## src/rtl/wdog_pkg.sv

```systemverilog
package wdog_pkg;
  localparam int unsigned SEL_W  = 4;
  localparam int unsigned POST_W = (1 << SEL_W) - 1;
  typedef logic [SEL_W-1:0]  ps_sel_t;
  typedef logic [POST_W-1:0] post_cnt_t;
endpackage

```

## src/rtl/wdog_enable.sv

```systemverilog
module wdog_enable (
  input  logic cfg_en,
  input  logic sw_en,
  output logic run
);
  // the fixed configuration bit overrides the software bit
  always_comb run = cfg_en ? 1'b1 : sw_en;
endmodule

```

## src/rtl/wdog_base_div.sv

```systemverilog
module wdog_base_div #(
  parameter int unsigned BASE_DIV = 125
) (
  input  logic clk,
  input  logic rst_n,
  input  logic run,
  input  logic clr,
  input  logic tick,
  output logic wrap,
  output logic [$clog2(BASE_DIV+1)-1:0] cnt_q
);
  localparam int unsigned CW = $clog2(BASE_DIV + 1);
  localparam logic [CW-1:0] LAST = CW'(BASE_DIV - 1);

  always_comb wrap = run & ~clr & tick & (cnt_q == LAST);

  always_ff @(posedge clk) begin
    if (!rst_n || !run || clr) cnt_q <= '0;
    else if (wrap)             cnt_q <= '0;
    else if (tick)             cnt_q <= cnt_q + 1'b1;
  end
endmodule

```

## src/rtl/wdog_post.sv

```systemverilog
module wdog_post
  import wdog_pkg::*;
(
  input  logic      clk,
  input  logic      rst_n,
  input  logic      run,
  input  logic      clr,
  input  logic      step,
  input  ps_sel_t   sel,
  output logic      expire,
  output post_cnt_t cnt_q
);
  post_cnt_t lim_m1;

  always_comb begin
    lim_m1 = post_cnt_t'((32'd1 << sel) - 32'd1);
    // >= so that lowering the select mid-count still expires
    expire = step & (cnt_q >= lim_m1);
  end

  always_ff @(posedge clk) begin
    if (!rst_n || !run || clr) cnt_q <= '0;
    else if (expire)           cnt_q <= '0;
    else if (step)             cnt_q <= cnt_q + 1'b1;
  end
endmodule

```

## src/rtl/wdog_core.sv

```systemverilog
module wdog_core
  import wdog_pkg::*;
#(
  parameter int unsigned BASE_DIV = 125
) (
  input  logic       clk,
  input  logic       rst_n,
  input  logic       tick,
  input  logic       cfg_en,
  input  logic       sw_en,
  input  logic [3:0] ps_sel,
  input  logic       clr,
  output logic       rst_req
);
  localparam int unsigned CW = $clog2(BASE_DIV + 1);

  logic          run;
  logic          base_wrap;
  logic          expire;
  logic [CW-1:0] base_cnt;
  post_cnt_t     post_cnt;

  wdog_enable u_en (
    .cfg_en (cfg_en),
    .sw_en  (sw_en),
    .run    (run)
  );

  wdog_base_div #(.BASE_DIV(BASE_DIV)) u_base (
    .clk   (clk),
    .rst_n (rst_n),
    .run   (run),
    .clr   (clr),
    .tick  (tick),
    .wrap  (base_wrap),
    .cnt_q (base_cnt)
  );

  wdog_post u_post (
    .clk    (clk),
    .rst_n  (rst_n),
    .run    (run),
    .clr    (clr),
    .step   (base_wrap),
    .sel    (ps_sel_t'(ps_sel)),
    .expire (expire),
    .cnt_q  (post_cnt)
  );

  always_ff @(posedge clk) begin
    if (!rst_n) rst_req <= 1'b0;
    else        rst_req <= expire;
  end
endmodule

```

## config.mk

```make
export PLATFORM = sky130hd
export DESIGN_NAME = wdog_core
export DESIGN_NICKNAME = d
export VERILOG_FILES = /design/src/rtl/wdog_pkg.sv /design/src/rtl/wdog_enable.sv /design/src/rtl/wdog_base_div.sv /design/src/rtl/wdog_post.sv /design/src/rtl/wdog_core.sv
export SDC_FILE = /design/constraint.sdc
export NUM_CORES = 1
export LEC_CHECK = 0
export ABC_AREA = 0
export BUFFER_PORTS_ARGS = -buffer_cell sky130_fd_sc_hd__buf_2
export CAP_MARGIN = 25
export CORE_ASPECT_RATIO = 0.7
export CORE_MARGIN = 2
export CORE_UTILIZATION = 60
export CTS_CLUSTER_DIAMETER = 80
export DETAILED_ROUTE_END_ITERATION = 6
export GPL_ROUTABILITY_DRIVEN = 0
export HOLD_SLACK_MARGIN = 0.08
export PLACE_DENSITY = 0.79
export SLEW_MARGIN = 20
export SYNTH_ARGS = -nofsm -noshare
export SYNTH_HDL_FRONTEND = slang
export SYNTH_SLANG_ARGS = --single-unit
```

## constraint.sdc

```tcl
create_clock -name clk -period 7.9 [get_ports clk]
set_clock_uncertainty 0.2 [all_clocks]
set_input_delay 0.79 -clock clk [delete_from_list [all_inputs] [get_ports clk]]
set_output_delay 0.79 -clock clk [all_outputs]
set_load 0.005 [all_outputs]
```

==> results.txt, run 1 <==
- In the routed design, unresolved DRC markers number 0.
- Entering global routing, the biggest net connects 17 pins.
- Post-Layout Cell Count: 228
- The routed design has 3670 um of wire.
* CP arrival: 4.02 ns
- Using the TritonRoute via totals, the vias-per-cell ratio works out to 6.04.
- Final worst-path cycle share: 52.0%
* Final min period: 4.11 ns
- Top-Level Pins: 11
- Max-cap violations in this run came to 0.
- The worst setup path is of the input port to flop kind.
- The number of pins with negative max-slew slack in the final report is 0.
- After clock tree synthesis, the setup repair step added 0 buffers.
- EDFF count, synth: 0
- Standard cell area after detailed placement: 1690 um2
- Largest driver fanout on the critical path: 16
- Clock network latency to the later pin of the worst-skew pair: 0.26 ns
- In this run, post-CTS repair resized a total of 0 instances.
* Synthesized cell area: 1650 um2
* Most used DFF post-synth: sky130_fd_sc_hd__dfxtp_1
- Based on the critical path, the design can be clocked at up to 243 MHz.
* Total Nets Final: 224
- Post-synth top area share: 28.0%
- Setup repair after global routing left no endpoint under its margin.
- HPWL reported at the end of detailed placement: 2870 um
- Lkg Pwr: 0.611 nW
* Slew Limit Headroom: 48.7%
- After synthesis, the netlist uses 41 different library cells.
- After layout, the worst setup slack is 3.79 ns.
* Instance count of the mapped netlist: 190
- # H-tree levels: 1
- Power spread over the standard cell area amounts to 121 nW/um2.
- Core outline area: 2530 um2
* IR Drop Worst-Case VDD: 97.0 uV
* # rows: 15
* Overall die area: 3180 um2
- Root buffer cell: sky130_fd_sc_hd__clkbuf_8
- After routing the design area is 1730 um2.
- Cell type with the largest total area after synthesis: sky130_fd_sc_hd__dfxtp_1
- STA puts the critical path data required time at 7.81 ns.
* Final-layout worst hold slack: 0.339 ns
- After routing, the total negative slack on setup checks comes to 0 ns.
- After clock tree synthesis, the flow added hold-fix buffers numbering 0.
* Flip-flop and latch count after synthesis: 23
- The average instance in the mapped netlist occupies 8.66 um2.
- Critical Path Source Type: input port
* Overall power: 0.210 mW
* Slew of the pin with the lowest slew margin: 0.769 ns
- Outcome: finished, final reports clean
- STA classifies the critical path endpoint as a flop.
- Setup slack at placement: 3.53 ns
* Clk pin slew, worst setup/hold paths: 0.08 ns
- Die span in y: 47.8 um
* Remaining global-route overflow: 0
- Via count of the routed design: 1378
* TritonRoute pass-1 iters: 4
* Reg2reg setup slack: 5.35 ns
* Die Width: 66.6 um
- The final count of hold timing violations was 0.
* Share of the core filled with cells in the final layout: 68.4%
- Port buffering added 10 buffers.
- Number of warnings reported in the yosys synthesis log: 0
- In the final layout, the share of cells above drive strength 1 is 14.4%.
- After synthesis, the share of flip-flops with an asynchronous set or reset is 0%.
* Finish-stage setup viols: 0
- Global routing used 26.3% of the available tracks.
- Global-route wire length before repair: 6150 um
- Starting density of the core: 64.9%
* CTS tree: built
* Number of clock sinks: 23
- The number of antenna diodes in the final layout is 0.
* Maximum clock path buffer count: 2
- The initial antenna violation count came to 0.
- Proportion of synthesized chip area in sequential cells: 28.0%
* Area growth from synthesis to layout: 5.32%
- Cell total after placement: 224
- Detail Route Antenna Nets: 0
- The number of global-route vias before repair is 1299.
- Fill cells in the final layout number 217.
- First-iteration detailed-routing DRC count: 86
* Detail-routed net length per standard cell: 16.1 um
* Top post-synthesis cells by area: sky130_fd_sc_hd__dfxtp_1 (28%), sky130_fd_sc_hd__ha_1 (14%), sky130_fd_sc_hd__xnor2_1 (8.0%)
- Hold Path Class: flop to flop
- The number of nets in the synthesized netlist is 219.
- Counting the buffers created by CTS gives 3.
-- state kept, by name, summed over array words and instances, names as in the netlist --
register / flops
u_post.cnt_q: 15
u_base.cnt_q: 7
rst_req: 1
-- critical path, cell delays in order --
cell and delay [ns]:
sky130_fd_sc_hd__buf_2 0.15, sky130_fd_sc_hd__or2_2 0.33, sky130_fd_sc_hd__or3_1 0.35, sky130_fd_sc_hd__ha_1 0.27, sky130_fd_sc_hd__or2_2 0.32, sky130_fd_sc_hd__o21ai_0 0.17, sky130_fd_sc_hd__a22o_1 0.16, sky130_fd_sc_hd__a21oi_1 0.08
sky130_fd_sc_hd__ha_1 0.33, sky130_fd_sc_hd__and4_1 0.18, sky130_fd_sc_hd__nand2_1 0.07, sky130_fd_sc_hd__o21ai_2 0.63, sky130_fd_sc_hd__a221oi_1 0.20
-- where the power goes --
part / switching (mW) / leakage (nW) / internal (mW)
combinational: 0.0138 / 0.403 / 0.00846
clock: 0.0350 / 0.0228 / 0.0359
sequential: 0.000358 / 0.185 / 0.116
-- metal layers --
metal	up-vias	track usage, %	wire [um]
met2	26	44.8	1690
met3	6	6.35	146
met4	0	6.12	36
met1	649	34.8	1790
li1	697	-	-
met5	-	0	0
-- cells in the mapped netlist, types with 2 or more instances --
library cell               number
sky130_fd_sc_hd__xnor2_1       15
sky130_fd_sc_hd__clkbuf_1       7
sky130_fd_sc_hd__a211oi_2       4
sky130_fd_sc_hd__nand4_1        5
sky130_fd_sc_hd__xor2_1         6
sky130_fd_sc_hd__and4_1         2
sky130_fd_sc_hd__a211oi_1      12
sky130_fd_sc_hd__nor2_1        16
sky130_fd_sc_hd__nor3_1         4
sky130_fd_sc_hd__nand3b_1       2
sky130_fd_sc_hd__nand3_1        8
sky130_fd_sc_hd__ha_1          19
sky130_fd_sc_hd__a21oi_1        9
sky130_fd_sc_hd__o21ai_0        8
sky130_fd_sc_hd__or2_2          3
sky130_fd_sc_hd__nand2_1       15
sky130_fd_sc_hd__inv_1          6
sky130_fd_sc_hd__dfxtp_1       23
sky130_fd_sc_hd__nor4_1         4
-- kinds of logic (layout without fill, tap and decap cells) --
kind of cell    Yosys count  after routing  share of synthesized area (%)
xor+xnor                 21             21                           11.2
simple gates             71             71                           24.4
buf+inv                  16             20                           4.41
flops                    23             23                           28.0
compound gates           39             39                           17.0
fa+ha+maj                19             19                           14.4
mux                       1              1                          0.608
-- layout make-up --
type,count,area [um2],share of cell area [%]
clock buffer,4,45.0,2.60
multi-input combinational,151,1110,64.2
timing repair buffer,10,50.0,2.89
sequential,23,460,26.6
tap,34,42.5,2.45
inverter,6,22.5,1.30
-- cell usage in the layout (no fill, tap or decap), drive strengths merged, types with 2 or more instances in the layout --
master / count
xor2: 6
clkbuf: 4
nand3: 9
and3: 3
dfxtp: 23
nor4: 4
a21oi: 9
ha: 19
nand3b: 2
and2: 2
nor3: 4
nor2: 16
a211oi: 16
and4: 3
nand2: 15
inv: 6
xnor2: 15
nand4: 6
o21ai: 9
or2: 3
buf: 10
-- final timing paths --
path                   startpoint              end  cells past startpoint
setup / recovery        ps_sel[1]  u_post.cnt_q[1]                     13
hold / removal    u_post.cnt_q[1]  u_post.cnt_q[1]                      2
setup reg to reg  u_post.cnt_q[0]  u_post.cnt_q[1]                      7
hold reg to reg   u_post.cnt_q[1]  u_post.cnt_q[1]                      2
Note: power is estimated with default switching activity, not from simulation.
==> inputs of run 2 (changes only) <==
clock period = 4.15 ns   (was 7.9 ns; I/O delays follow)
==> results.txt, run 2 (same netlist as run 1, synthesis figures left out) <==
* Area of the multi-input gates: 1110 um2
- The clock period could shrink to 3.74 ns.
- Class of the most critical setup path: input port to flop
* Overall fraction of global-route tracks in use: 25.2%
* Pwr/cell area: 232 nW/um2
- Counting the fill cells in the layout gives 203.
- Remaining global-route overflow: 0
- Detail-routed net length per standard cell: 15.3 um
- Detail Route Antenna Nets: 0
* Global-route wire length before repair: 5870 um
- In this run the number of H-tree levels came out at 1.
* Register ranked first by flip-flop count: u_post.cnt_q
- In the final layout, the registers with the most flip-flops are u_post.cnt_q (15), u_base.cnt_q (7), rst_req (1).
* Number of clock sinks: 23
- For the pin with the worst max-slew slack, the measured transition is 0.755 ns.
- CTS tree: built
* Most frequent cells in the layout: sky130_fd_sc_hd__dfxtp_1 (23), sky130_fd_sc_hd__ha_1 (19), sky130_fd_sc_hd__nor2_1 (16)
* Core outline area: 2530 um2
- Area growth from synthesis to layout: 5.32%
- Via count of the routed design: 1388
- Hold Path Class: input port to flop
* Aggregate routed wire length: 3490 um
* Overall die area: 3180 um2
* Post-DR vias/cell: 6.09
* Met3 Track Usage GR: 4.94%
* Total of cells resized after clock tree synthesis: 0
- Entering global routing, the biggest net connects 17 pins.
- Excluding fillers, the count of instances in the completed layout stands at 228.
- In the global route stage, met1 resource usage came out at 33.6%.
- The initial antenna violation count is 0.
- In this run the tool buffered the top-level ports with 10 buffer cells.
- Num CTS Buffers: 3
- In this run the horizontal extent of the chip is 66.6 um.
* Largest driver fanout on the critical path: 16
* IR Drop Worst-Case VDD: 223 uV
- DR DRC count: 0
- Met2 demand-to-capacity share in global routing: 44.6%
* Hold-critical path depth: 2
- Row generation in the floorplan step produced 15 rows.
- Fraction of final layout cells sized beyond drive strength 1: 14.4%
* Outcome: finished, final reports clean
- Finish-stage setup viols: 0
* First-iteration detailed-routing DRC count: 101
- Starting density of the core: 64.9%
- The worst setup path is launched from an input port.
- Flip-flop count of the largest register, all copies and words added: 15
- Root buffer cell: sky130_fd_sc_hd__clkbuf_8
* Total area of sequential cells: 460 um2
* Number of maximum-capacitance constraint violations: 0
* CTS hold repair buffers: 0
- Buffers added to address setup during post-CTS repair amount to 0.
- Die span in y: 47.8 um
- Critical path capture point type: flop
- The analysis attributes to cell leakage a power of 0.611 nW.
* HPWL reported at the end of detailed placement: 2710 um
- The number of cells on the worst reg-to-reg path is 7.
- After clock tree synthesis, the clock-pin slew on the worst setup and hold paths is 0.08 ns.
- Final worst-path cycle share: 90.1%
- Static timing analysis puts the maximum clock frequency at 267 MHz.
- CP required: 4.06 ns
- Reg2reg setup slack: 1.67 ns
- The final count of hold timing violations was 0.
* Grt peak-use layer: met2
- In the final design database the tool counted 224 nets.
- Unrepaired setup endpoints after global routing: false
- 11 I/O pins were placed.
- Measured against its own limit, the worst slew margin works out to 49.7%.
- CP arrival: 3.65 ns
- The number of global-route vias before repair is 1253.
- In this run, placement finished with an instance count of 224.
* TritonRoute pass-1 iters: 4
- Number of pins with negative max-slew slack in the final report: 0
- Clock network latency to the later pin of the worst-skew pair: 0.26 ns
- Leading cell type in the layout, fill and taps excluded: sky130_fd_sc_hd__dfxtp_1
* Total inserted antenna cells: 0
* Overall power: 0.402 mW
- Maximum clock path buffer count: 2
* Total negative slack: 0 ns
[run 2: cell counts in the layout (fill, tap and decap cells not counted)]
No cell type changed its count.
[run 2: path summary, 6_finish.rpt]
kind                   start              end
max                ps_sel[1]  u_post.cnt_q[1]
min                    rst_n          rst_req
max reg2reg  u_post.cnt_q[0]  u_post.cnt_q[1]
min reg2reg  u_base.cnt_q[6]  u_base.cnt_q[6]
[run 2: power breakdown]
| part | total [mW] | internal, mW | switching, mW |
|---|---|---|---|
| logic | 0.0421 | 0.0160 | 0.0261 |
| registers | 0.222 | 0.221 | 0.000779 |
| clock network | 0.138 | 0.0685 | 0.0696 |
[run 2: cell type report]
type / count / area share [%]
multi-input cells: 151 / 64.2
repair buffers: 10 / 2.89
well taps: 34 / 2.45
flip-flops and latches: 23 / 26.6
clock buffers: 4 / 2.60
inverters: 6 / 1.30
[run 2: metal layers]
metal / share of wire (%) / routed length (um)
met5: 0 / 0
met4: 0.34 / 12
met3: 5.1 / 178
met2: 49 / 1700
met1: 46 / 1600
[run 2: critical path, stage by stage]
cell and delay [ns]:
sky130_fd_sc_hd__buf_2 0.15, sky130_fd_sc_hd__or2_2 0.33, sky130_fd_sc_hd__or3_1 0.36, sky130_fd_sc_hd__ha_1 0.29, sky130_fd_sc_hd__or2_2 0.33, sky130_fd_sc_hd__o21ai_0 0.16, sky130_fd_sc_hd__a22o_1 0.16, sky130_fd_sc_hd__a21oi_1 0.07
sky130_fd_sc_hd__ha_1 0.32, sky130_fd_sc_hd__and4_1 0.17, sky130_fd_sc_hd__nand2_1 0.06, sky130_fd_sc_hd__o21ai_2 0.62, sky130_fd_sc_hd__a221oi_1 0.20
[run 2: per-stage QoR]
stage / cell area (um2) / hold slack, ns / util [%] / setup WS [ns]
after floorplan: 1650 / 0.280 / - / 0.638
after global placement: 1690 / 0.300 / 66.6 / 0.360
after detailed placement: 1690 / 0.310 / 66.6 / 0.160
after CTS: 1730 / 0.197 / 68.4 / 0.438
after global routing: 1730 / 0.206 / 68.4 / 0.246
final: 1730 / 0.205 / 68.4 / 0.411
